## src/rtl/vpw_pkg.sv

```systemverilog
package vpw_pkg;

    typedef enum logic [1:0] {
        CLS_INVALID = 2'b00,
        CLS_ZERO    = 2'b01,
        CLS_ONE     = 2'b10,
        CLS_EOD     = 2'b11
    } vpw_class_e;

    typedef struct packed {
        logic       valid;
        vpw_class_e cls;
    } vpw_result_t;

    typedef struct packed {
        logic rise;  // passive -> active
        logic fall;  // active -> passive
    } vpw_edges_t;

    // Half-open windows [min, max): a limit value belongs to the window above.
    function automatic vpw_class_e vpw_classify(
        input int unsigned gap,
        input int unsigned z_min, input int unsigned z_max,
        input int unsigned o_min, input int unsigned o_max,
        input int unsigned e_min, input int unsigned e_max
    );
        vpw_class_e c;
        c = CLS_INVALID;
        if (gap >= z_min && gap < z_max)      c = CLS_ZERO;
        else if (gap >= o_min && gap < o_max) c = CLS_ONE;
        else if (gap >= e_min && gap < e_max) c = CLS_EOD;
        return c;
    endfunction

endpackage

```

## src/rtl/vpw_bus_sync.sv

```systemverilog
module vpw_bus_sync
    import vpw_pkg::*;
(
    input  logic       clk_i,
    input  logic       rst_i,
    input  logic       bus_i,
    output vpw_edges_t edges_o
);
    logic meta_q, sync_q, prev_q;

    always_ff @(posedge clk_i) begin
        if (rst_i) begin
            meta_q <= 1'b0;
            sync_q <= 1'b0;
            prev_q <= 1'b0;
        end else begin
            meta_q <= bus_i;
            sync_q <= meta_q;
            prev_q <= sync_q;
        end
    end

    always_comb begin
        edges_o.rise = sync_q & ~prev_q;
        edges_o.fall = ~sync_q & prev_q;
    end

    AST_RISE_TWO_FLOPS: assert property (@(posedge clk_i) disable iff (rst_i)
        edges_o.rise |-> ($past(bus_i, 2) == 1'b1));

    AST_EDGES_EXCLUSIVE: assert property (@(posedge clk_i) disable iff (rst_i)
        !(edges_o.rise && edges_o.fall));

endmodule

```

## src/rtl/vpw_gap_timer.sv

```systemverilog
module vpw_gap_timer
    import vpw_pkg::*;
#(
    parameter int unsigned CLKS_PER_TICK = 100,
    parameter int unsigned LIMIT         = 239,
    parameter int unsigned CNT_W         = 9
) (
    input  logic             clk_i,
    input  logic             rst_i,
    input  vpw_edges_t       edges_i,
    output logic [CNT_W-1:0] gap_o,
    output logic             done_o,
    output logic             idle_o
);
    localparam int unsigned DIV_W = (CLKS_PER_TICK > 1) ? $clog2(CLKS_PER_TICK) : 1;
    localparam logic [DIV_W-1:0] DIV_LAST = DIV_W'(CLKS_PER_TICK - 1);
    localparam logic [CNT_W-1:0] CNT_LIM  = CNT_W'(LIMIT);
    localparam logic [CNT_W-1:0] CNT_SAT  = '1;

    logic             running_q;
    logic [DIV_W-1:0] div_q;
    logic [CNT_W-1:0] cnt_q;
    logic             idle_q;
    logic             tick;

    assign tick = running_q && (div_q == DIV_LAST);

    always_ff @(posedge clk_i) begin
        if (rst_i) begin
            running_q <= 1'b0;
            div_q     <= '0;
            cnt_q     <= '0;
            idle_q    <= 1'b0;
        end else begin
            idle_q <= 1'b0;
            if (edges_i.fall) begin
                running_q <= 1'b1;
                div_q     <= '0;
                cnt_q     <= '0;
            end else if (edges_i.rise) begin
                running_q <= 1'b0;
            end else if (running_q) begin
                if (cnt_q >= CNT_LIM) begin
                    running_q <= 1'b0;
                    idle_q    <= 1'b1;
                end else begin
                    div_q <= (div_q == DIV_LAST) ? '0 : div_q + 1'b1;
                    if (tick && cnt_q != CNT_SAT)
                        cnt_q <= cnt_q + 1'b1;
                end
            end
        end
    end

    assign gap_o  = cnt_q;
    assign done_o = running_q && edges_i.rise;
    assign idle_o = idle_q;

    AST_GAP_BOUNDED: assert property (@(posedge clk_i) disable iff (rst_i)
        running_q |-> (cnt_q <= CNT_LIM));

    AST_IDLE_ONE_SHOT: assert property (@(posedge clk_i) disable iff (rst_i)
        idle_q |=> !idle_q);

    AST_IDLE_STOPS: assert property (@(posedge clk_i) disable iff (rst_i)
        idle_q |-> !running_q);

endmodule

```

## src/rtl/vpw_window_judge.sv

```systemverilog
module vpw_window_judge
    import vpw_pkg::*;
#(
    parameter int unsigned ZERO_MIN = 34,
    parameter int unsigned ZERO_MAX = 96,
    parameter int unsigned ONE_MIN  = 96,
    parameter int unsigned ONE_MAX  = 163,
    parameter int unsigned EOD_MIN  = 163,
    parameter int unsigned EOD_MAX  = 239,
    parameter int unsigned CNT_W    = 9
) (
    input  logic             clk_i,
    input  logic             rst_i,
    input  logic [CNT_W-1:0] gap_i,
    input  logic             done_i,
    output vpw_result_t      res_o
);
    vpw_result_t res_q;
    vpw_class_e  cls_now;

    always_comb begin
        cls_now = vpw_classify(32'(gap_i), ZERO_MIN, ZERO_MAX,
                               ONE_MIN, ONE_MAX, EOD_MIN, EOD_MAX);
    end

    always_ff @(posedge clk_i) begin
        if (rst_i) begin
            res_q.valid <= 1'b0;
            res_q.cls   <= CLS_INVALID;
        end else begin
            res_q.valid <= done_i;
            if (done_i) res_q.cls <= cls_now;
        end
    end

    assign res_o = res_q;

    AST_VALID_ONE_CYCLE: assert property (@(posedge clk_i) disable iff (rst_i)
        res_q.valid |=> !res_q.valid);

    AST_CODE_HELD: assert property (@(posedge clk_i) disable iff (rst_i)
        res_q.valid |=> $stable(res_q.cls));

    AST_SHORT_IS_INVALID: assert property (@(posedge clk_i) disable iff (rst_i)
        (done_i && 32'(gap_i) < ZERO_MIN) |=> (res_q.cls == CLS_INVALID));

endmodule

```

## src/rtl/vpw_passive_classifier.sv

```systemverilog
module vpw_passive_classifier
    import vpw_pkg::*;
#(
    parameter int unsigned CLKS_PER_TICK = 100,
    parameter int unsigned ZERO_MIN      = 34,
    parameter int unsigned ZERO_MAX      = 96,
    parameter int unsigned ONE_MIN       = 96,
    parameter int unsigned ONE_MAX       = 163,
    parameter int unsigned EOD_MIN       = 163,
    parameter int unsigned EOD_MAX       = 239
) (
    input  logic       clk_i,
    input  logic       rst_i,
    input  logic       bus_i,
    output logic       sym_valid_o,
    output logic [1:0] sym_class_o,
    output logic       idle_o
);
    localparam int unsigned CNT_W = $clog2(EOD_MAX + 1) + 1;

    vpw_edges_t       edges;
    logic [CNT_W-1:0] gap;
    logic             done;
    logic             idle;
    vpw_result_t      res;

    vpw_bus_sync u_sync (
        .clk_i  (clk_i),
        .rst_i  (rst_i),
        .bus_i  (bus_i),
        .edges_o(edges)
    );

    vpw_gap_timer #(
        .CLKS_PER_TICK(CLKS_PER_TICK),
        .LIMIT        (EOD_MAX),
        .CNT_W        (CNT_W)
    ) u_timer (
        .clk_i  (clk_i),
        .rst_i  (rst_i),
        .edges_i(edges),
        .gap_o  (gap),
        .done_o (done),
        .idle_o (idle)
    );

    vpw_window_judge #(
        .ZERO_MIN(ZERO_MIN), .ZERO_MAX(ZERO_MAX),
        .ONE_MIN (ONE_MIN),  .ONE_MAX (ONE_MAX),
        .EOD_MIN (EOD_MIN),  .EOD_MAX (EOD_MAX),
        .CNT_W   (CNT_W)
    ) u_judge (
        .clk_i (clk_i),
        .rst_i (rst_i),
        .gap_i (gap),
        .done_i(done),
        .res_o (res)
    );

    assign sym_valid_o = res.valid;
    assign sym_class_o = res.cls;
    assign idle_o      = idle;

    AST_NO_IDLE_WITH_VALID: assert property (@(posedge clk_i) disable iff (rst_i)
        !(sym_valid_o && idle_o));

    AST_NO_VALID_AFTER_IDLE: assert property (@(posedge clk_i) disable iff (rst_i)
        idle_o |=> !sym_valid_o);

endmodule

```

## config.mk

```make
export PLATFORM = sky130hd
export DESIGN_NAME = vpw_passive_classifier
export DESIGN_NICKNAME = d
export VERILOG_FILES = /design/src/rtl/vpw_pkg.sv /design/src/rtl/vpw_bus_sync.sv /design/src/rtl/vpw_gap_timer.sv /design/src/rtl/vpw_window_judge.sv /design/src/rtl/vpw_passive_classifier.sv
export SDC_FILE = /design/constraint.sdc
export NUM_CORES = 1
export LEC_CHECK = 0
export ABC_AREA = 1
export BUFFER_PORTS_ARGS = -buffer_cell sky130_fd_sc_hd__buf_2
export CORE_ASPECT_RATIO = 1.25
export CORE_MARGIN = 2
export CORE_UTILIZATION = 54
export CTS_CLUSTER_DIAMETER = 50
export DETAILED_ROUTE_END_ITERATION = 8
export MAX_ROUTING_LAYER = met4
export PLACE_DENSITY = 0.77
export SETUP_SLACK_MARGIN = 0.4
export SLEW_MARGIN = 20
export SYNTH_ARGS = -nofsm -noshare
export SYNTH_HDL_FRONTEND = slang
export SYNTH_HIERARCHICAL = 1
export SYNTH_SLANG_ARGS = --single-unit
```

## constraint.sdc

```tcl
create_clock -name clk_i -period 1.5 [get_ports clk_i]
set_clock_uncertainty 0.05 [all_clocks]
set_input_delay 0.15 -clock clk_i [delete_from_list [all_inputs] [get_ports clk_i]]
set_output_delay 0.15 -clock clk_i [all_outputs]
set_load 0.01 [all_outputs]
```

# --- After elaboration in Yosys (flattened, before gate mapping) ---
# Cells that the tools add are included.
word_totals:
  out_inout_bits: 4
  mem_count: 0
  register_bits: 24
  mem_bits_rw: 0
  latchBits: 0
  mem_bits_ro: 0
  word_cells: 46
op_classes:
  n_shift: 0
  n_addsub: 2
  muxes: 9
  n_bitwise: 7
  eq_ne: 2
  reduce_logical: 10
  div: 0
  magnitude_cmp: 7
  multipliers: 0
op_table:
  columns: ["op", "count"]
  rows:
  - ["9-bit by 8-bit greater-or-equal comparator with 1-bit output (second input constant)", 2]
  - ["9-bit by 8-bit less-than comparator with 1-bit output (second input constant)", 2]
  - ["9-bit by 1-bit adder with 9-bit output (second input constant)", 1]
  - ["9-bit by 6-bit greater-or-equal comparator with 1-bit output (second input constant)", 1]
  - ["9-bit by 7-bit greater-or-equal comparator with 1-bit output (second input constant)", 1]
  - ["9-bit by 7-bit less-than comparator with 1-bit output (second input constant)", 1]
  - ["9-bit inequality test (second input constant)", 1]
  - ["7-bit by 1-bit adder with 7-bit output (second input constant)", 1]
  - ["7-bit equality test (second input constant)", 1]
  - ["7-bit 2-to-1 mux", 1]
  - ["1-bit logical AND", 6]
  - ["2-bit 2-to-1 mux", 3]
  - ["1-bit 2-to-1 mux", 5]
  - ["1-bit NOT", 5]
  - ["4-bit AND reduction", 1]
  - ["4-bit OR reduction", 1]
  - ["3-bit AND reduction", 1]
  - ["1-bit AND", 2]
  - ["2-bit OR reduction", 1]

# --- Longest topological paths before layout ---
# Gate-level depths: netlist of run 1.
logic_depth:
  word_depth: 5
  mapped_depth: 11

# --- Hierarchy ---
# The synthesis of run 1 kept the hierarchy.
modules_own_cells:
  columns: ["module", "area_each_um2", "seq_area_each_um2", "cells_each", "n_inst"]
  rows:
  - ["vpw_gap_timer", 1077.3, 360.3, 165, 1]
  - ["vpw_window_judge", 230.2, 60.1, 45, 1]
  - ["vpw_bus_sync", 93.8, 60.1, 12, 1]

# --- Least setup slack after synthesis of run 1 ---
# No wires, ideal clock.
synth_timing:
  path_type: "flip-flop to flip-flop"
  start: "register u_timer.cnt_q[1], in the netlist u_timer/gap_o[1]"
  end: "register u_timer.cnt_q[8], in the netlist u_timer/gap_o[8]"
  stages_incl_launch_ff: 11
  path_buffers: 0
  slack_ps: -128
  setup_time_ps: 117
  t_arrival_ps: 1461
  period_less_slack_ps: 1628
  cell_sequence: "dfxtp_1 -> ha_1 -> nand3_2 -> nor4_1 -> ha_1 -> nor2_1 -> inv_1 -> nor2_4 -> nand4_4 -> o21ai_1 -> nor2_1"
synth_via:
  elab_chain_cells: 3
synth_rtl:
  columns: ["item", "line", "text"]
  rows:
  - ["start, declared", "vpw_gap_timer.sv:22", "logic [CNT_W-1:0] cnt_q;"]
  - ["start signal, assigned", "vpw_gap_timer.sv:49", "cnt_q <= cnt_q + 1'b1;"]
  - ["9-bit by 8-bit greater-or-equal comparator with 1-bit output / 9-bit inequality test (equally long branches)", "vpw_gap_timer.sv:43, vpw_gap_timer.sv:48", null]
  - ["1-bit NOT (no line) / 1-bit logical AND (equally long branches)", null, null]
  - ["4-bit AND reduction (no line)", null, null]
# Several ways; a longest one is shown, not always the timed one.
# A chain may end at the register's enable or synchronous reset.

# --- Worst setup path in the final report of run 1 ---
layout_timing:
  start: "register u_timer.cnt_q[1], in the netlist u_timer/gap_o[1]"
  end: "register u_timer.div_q[0]"
layout_via:
  elab_chain_cells: 3
layout_rtl:
  columns: ["item", "line", "text"]
  rows:
  - ["9-bit by 8-bit greater-or-equal comparator with 1-bit output", "vpw_gap_timer.sv:43", "if (cnt_q >= CNT_LIM) begin"]
  - ["1-bit NOT (no line)", null, null]
  - ["3-bit AND reduction (no line)", null, null]
  - ["end signal, assigned", "vpw_gap_timer.sv:47", "div_q <= (div_q == DIV_LAST) ? '0 : div_q + 1'b1;"]
  - ["end, declared", "vpw_gap_timer.sv:21", "logic [DIV_W-1:0] div_q;"]
# No other way between the ends.

==> results by group, run 1 <==
Yosys
  – Synth top area share: 34.3%
  – Yosys warns: 6
  – Dominant cells by area after synthesis: dfxtp_1 (34%), nand2_1 (14%), nor2_1 (12%), inv_1 (10%), a21oi_1 (4.3%)
  – Synth top cells by count: nand2_1 (53), nor2_1 (44), inv_1 (39)
  – Register area share after synthesis: 34.3%
  – Post-Syn Nets: 228
  – Netlist cell types: 26
  – Cells after Synth: 222
  – Synth Flop Type: dfxtp_1
  – Syn_area_per_cell: 6.31 um2
  – Synth area leader: dfxtp_1
  – Post-Synthesis Cell Area: 1400 um2
  – Async set-reset flop share out of synthesis: 0%
  – Count leader, synth: nand2_1
  – Post-synth EDFFs: 0
  – Synthesis-stage register bit count: 24

Min path
  – Hold path depth: 2
  – Hold path startpoint: rst_i
  – Hold Crit Class: input pin to register

Timing
  – Max-slew violations: 0
  – Period utilization: 108%
  – Final setup vio count: 16
  – RSZ-0062 raised after global routing: true
  – Worst slew pin tran: 531 ps
  – Hold slack: 17.1 ps
  – FMAX: 0.616 GHz
  – Fin crit period: 1620 ps
  – Worst Slack Setup Final: -123 ps
  – Final hold vios: 0
  – Slew headroom: 64.5%

Routing
  – WL/cell: 11.3 um
  – DRC Markers: 0
  – Initial DRT Pass Iterations: 4
  – DR vias: 1380
  – Initial DRC count: 49
  – Routed wire length: 3220 um
  – Final ANT Viol Nets: 0
  – Routed vias/inst: 4.86

Placed design
  – Detailed-placement wirelength estimate: 2330 um
  – Final GP Congestion: 0.886
  – Port Buffer Count: 6
  – DP Worst Slack: -170 ps

Critical path
  – Worst reg2reg path depth: 11
  – Worst R2R Start: u_timer/gap_o[1]$_SDFFE_PP0P_
  – CP arrival: 1780 ps
  – CP startpoint: u_timer/gap_o[1]$_SDFFE_PP0P_
  – R2R Setup Slk: -120 ps
  – Worst path required time: 1660 ps
  – CP endpoint kind: register
  – Crit path kind: register to register
  – Crit start category: register
  – Largest fanout on the critical path: 7

Clock network
  – Clock-pin slew on the worst setup and hold paths: 140 ps
  – Clk_lat worst skew: 320 ps
  – CTS tree: built
  – Clk sink count: 24
  – CTS buffer count: 3
  – Longest Clk Path Bufs: 2
  – Clk root buf: clkbuf_4
  – H-tree depth: 1

Floorplan
  – Core area: 2450 um2
  – Die Width: 49.6 um
  – Die ar.: 3020 um2
  – Die H: 61.0 um
  – Top-level I/O count: 7
  – # rows: 20
  – Initial Util: 57.1%

Global routing
  – Vias in the first global route: 1283
  – First-pass GRT wire length: 5140 um
  – Largest net degree at the start of global routing: 15
  – Overflow after GRT: 0
  – All-Layer GR Usage: 23.1%
  – Initial antenna violation count: 0

Flow run
  – # Max-Cap Violations: 0

Power
  – Peak VDD IR: 0.000463 V
  – LEAKAGE: 0.787 nW
  – PD cells: 618 nW/um2
  – Design Power: 1.12 mW

Final layout
  – Area delta synth->final: 29.5%
  – Layout Utilization: 74.0%
  – Diodes inserted: 0
  – Layout cell share with drive strength beyond 1: 28.7%
  – Layout net count: 258

Outcome
  – Outcome: complete, but fails checks
  – Failing checks: negative setup slack
## power by group
part / internal, mW / total (mW) / switching, mW
Sequential: 0.643 / 0.648 / 0.00484
Combinational: 0.0227 / 0.0652 / 0.0425
Clock: 0.204 / 0.408 / 0.205
## stage by stage
step	cells	TNS (ps)	instance area (um2)
2_1_floorplan	222	-750	1450
3_3_place_gp	278	-1180	1650
3_5_place_dp	278	-1780	1650
4_1_cts	283	-1210	1760
5_1_grt	284	-3230	1810
6_report	284	-1430	1810
## placed cells by master, fill, tap and decap left out, drive strengths merged
master,n
nor3,2
dlygate4sd3,1
nor2,47
clkbuf,4
ha,3
nand4,6
or2,1
nor4,2
inv,41
a31oi,1
xor2,2
dfxtp,24
nand3,14
nand3b,3
nand2,55
a21oi,13
buf,26
o21ai,6
## flip-flops by register name, indices dropped and copies added (netlist names)
register / cells
u_timer/running_q: 1
u_sync/meta_q: 1
u_timer/idle_o: 1
u_timer/gap_o: 9
u_judge/res_o: 3
u_timer/div_q: 7
u_sync/prev_q: 1
u_sync/sync_q: 1
## path summary, 6_finish.rpt
path	to
setup reg to reg	u_timer/div_q[0]$_SDFFE_PP0P_
hold reg to reg	u_sync/sync_q$_SDFF_PP0_
hold / removal	u_judge/res_o[1]$_SDFFE_PP0P_
setup / recovery	u_timer/div_q[0]$_SDFFE_PP0P_
## cell families after synthesis
| kind of cell | after synthesis | synth area share [%] |
|---|---|---|
| and+or+nand+nor | 130 | 42.1 |
| buffers and inverters | 43 | 12.1 |
| DFF | 24 | 34.3 |
| AOI/OAI and AO/OA | 20 | 7.50 |
| adders and majority gates | 3 | 2.68 |
| xor gates and xnor gates | 2 | 1.25 |
## layout make-up
type,instances,area (um2)
flip-flops and latches,24,492
inverters,41,154
clock buffers,4,47.5
repair buffers,27,198
well taps,33,41.3
multi-input cells,155,882
fillers,202,638
## what timing repair did
| item | in CTS | in global routing |
|---|---|---|
| endpoints found under the hold margin | 1 | 0 |
| setup endpoints to repair | 21 | 21 |
| gates cloned | 0 | 0 |
| pin swaps | 7 | 3 |
| setup buffers | 0 | 1 |
| hold buffers | 1 | 0 |
| gates resized for setup | 13 | 16 |
## worst max-delay path, stage by stage (launching register included)
cell and delay, ps:
dfxtp_4 380, ha_4 160, nand3_4 60, buf_4 120, nand2_1 50, inv_1 60
nand2_2 70, a21oi_4 220, buf_6 160, nand3_2 60, nand2_1 90, nor2_1 40
## routing by layer
metal | global-route usage [%] | share of wire [%]
met1 | 23.7 | 42
met2 | 44.0 | 54
met3 | 2.71 | 1.9
met4 | 11.1 | 1.7
met5 | - | 0
Note: power is estimated with default switching activity, not from simulation.
==> run 2, diff against run 1 <==
--- a/config.mk
+++ b/config.mk
@@ -18,5 +18,4 @@
 export SLEW_MARGIN = 20
 export SYNTH_ARGS = -nofsm -noshare
 export SYNTH_HDL_FRONTEND = slang
-export SYNTH_HIERARCHICAL = 1
 export SYNTH_SLANG_ARGS = --single-unit
==> results by group, run 2 <==
Timing
  – Fin crit period: 1850 ps
  – Final setup TNS: -3150 ps
  – Worst Slack Setup Final: -353 ps
  – Final hold vios: 0
  – Max-slew violations: 0
  – Worst slew pin tran: 566 ps
  – RSZ-0062 raised after global routing: true
  – FMAX: 0.540 GHz
  – Final setup vio count: 18
  – Period utilization: 124%
  – Slew headroom: 62.2%
  – Hold slack: 46.3 ps

Yosys
  – Xor-xnor portion of the synthesized cell area: 5.62%
  – Count leader, synth: nand2_1
  – Post-Synthesis Cell Area: 1400 um2
  – Cells after Synth: 206
  – Dominant cells by area after synthesis: dfxtp_1 (34%), nand2_1 (15%), inv_1 (7.0%), a21oi_1 (6.8%), nor2_1 (6.4%)
  – Largest family of logic cells by synthesized area: simple AND/OR/NAND/NOR gates
  – Synth top area share: 34.3%
  – Async set-reset flop share out of synthesis: 0%
  – Compound-Gate Fraction of Synth Area: 9.64%
  – Synthesis-stage register bit count: 24
  – Syn_area_per_cell: 6.80 um2
  – Adder-cell share of the synthesized area: 5.36%
  – Simple-gate share of the synthesized area: 33.5%
  – Synth Flop Type: dfxtp_1
  – Multiplexer share of the synthesized area: 0%
  – Netlist cell types: 23
  – Synth area leader: dfxtp_1
  – Post-synth EDFFs: 0
  – Register area share after synthesis: 34.3%
  – Synth top cells by count: nand2_1 (56), inv_1 (26), dfxtp_1 (24), nor2_1 (24), a21oi_1 (19)
  – Post-Syn Nets: 215
  – Yosys warns: 0

Floorplan
  – Top-level I/O count: 7
  – # rows: 20
  – Core area: 2450 um2
  – Die Width: 49.6 um
  – Die ar.: 3020 um2
  – Die H: 61.0 um
  – Initial Util: 57.1%

Final layout
  – Commonest non-fill, non-tap cell in the layout: nand2_1
  – Area delta synth->final: 38.4%
  – Max FFs per register: 9
  – Layout Utilization: 79.1%
  – Diodes inserted: 0
  – Layout cell share with drive strength beyond 1: 37.2%
  – Layout net count: 257
  – Commonest non-fill, non-tap cells in the layout: nand2_1 (44), buf_4 (26), inv_1 (25)

Clock network
  – Clk sink count: 24
  – H-tree depth: 1
  – CTS tree: built
  – Longest Clk Path Bufs: 2
  – Clock-pin slew on the worst setup and hold paths: 140 ps
  – CTS buffer count: 3
  – Clk_lat worst skew: 330 ps
  – Clk root buf: clkbuf_4

Routing
  – Routed wire length: 4070 um
  – Initial DRC count: 66
  – Initial DRT Pass Iterations: 5
  – Routed vias/inst: 5.35
  – WL/cell: 14.5 um
  – DR vias: 1499
  – Final ANT Viol Nets: 0
  – DRC Markers: 0

Outcome
  – Outcome: complete, but fails checks
  – Failing checks: negative setup slack

Placed design
  – Detailed-placement wirelength estimate: 2320 um
  – Final GP Congestion: 0.912
  – DP Worst Slack: -134 ps
  – Port Buffer Count: 6

Critical path
  – Worst R2R Start: u_timer.gap_o[1]$_SDFFE_PP0P_
  – Worst path required time: 1700 ps
  – Crit start category: register
  – CP arrival: 2050 ps
  – Crit path kind: register to register
  – CP startpoint: u_timer.gap_o[1]$_SDFFE_PP0P_
  – Largest fanout on the critical path: 4
  – CP endpoint kind: register

Global routing
  – Initial antenna violation count: 0
  – Largest net degree at the start of global routing: 15
  – Overflow after GRT: 0
  – Vias in the first global route: 1350
  – All-Layer GR Usage: 24.6%
  – First-pass GRT wire length: 5660 um

Power
  – Peak VDD IR: 0.000512 V
  – PD cells: 580 nW/um2
  – Design Power: 1.13 mW
  – LEAKAGE: 0.872 nW

Min path
  – Hold path startpoint: rst_i
  – Hold Crit Class: input pin to register

Flow run
  – # Max-Cap Violations: 0
## run 2: kinds of logic (layout without fill, tap and decap cells)
kind of cell	Yosys count	in the layout
simple gates	108	110
buf+inv	35	74
compound gates	24	24
flops	24	24
xor+xnor	9	9
fa+ha+maj	6	6
## run 2: stage by stage
step / cell area, um2 / instances
detailed placement: 1660 / 265
finish: 1940 / 280
floorplan: 1440 / 206
global placement: 1660 / 265
CTS: 1770 / 274
global route: 1940 / 280
## run 2: final timing paths
| check | end | slack, ps | cells past startpoint |
|---|---|---|---|
| min | u_timer.running_q$_SDFF_PP0_ | 50 | 2 |
| min reg2reg | u_sync.sync_q$_SDFF_PP0_ | 380 | 2 |
| max reg2reg | u_timer.gap_o[5]$_SDFFE_PP0P_ | -350 | 11 |
| max | u_timer.gap_o[5]$_SDFFE_PP0P_ | -350 | 11 |
## run 2: power breakdown
part	switching, mW	internal [mW]	total (mW)	leakage, nW
registers	0.00299	0.642	0.645	0.198
clock network	0.211	0.204	0.415	0.0261
logic	0.0407	0.0244	0.0651	0.648
total	0.255	0.870	1.13	0.872
## run 2: layout make-up
| type | count | area [um2] |
|---|---|---|
| multi-input cells | 149 | 918 |
| fillers | 157 | 513 |
| inverters | 29 | 114 |
| repair buffers | 41 | 325 |
| clock buffers | 4 | 47.5 |
| well taps | 33 | 41.3 |
| flip-flops and latches | 24 | 493 |
## run 2: what timing repair did
action | CTS | global route
setup endpoints to repair | 20 | 21
hold buffers | 1 | 0
hold endpoints to repair | 1 | 0
buffers inserted | 3 | 5
gates resized for setup | 10 | 35
cloned | 1 | 1
pin swaps | 7 | 11
## run 2: per-layer routing
metal	part of all wire, %	vias to the layer above	global-route usage, %
met5	0	-	-
met4	2.3	0	9.92
met3	4.3	10	3.45
met2	54	50	43.4
met1	39	706	28.4
li1	-	733	-
## run 2: critical path, stage by stage (launching register included)
cell      delay [ps]
dfxtp_4          380
ha_4             160
nand3_4           70
inv_4             50
nand3_4           60
nor2_2            40
ha_2             170
nand3b_1         260
buf_6            180
nor2_4           120
nand2_1           90
a21oi_1          150
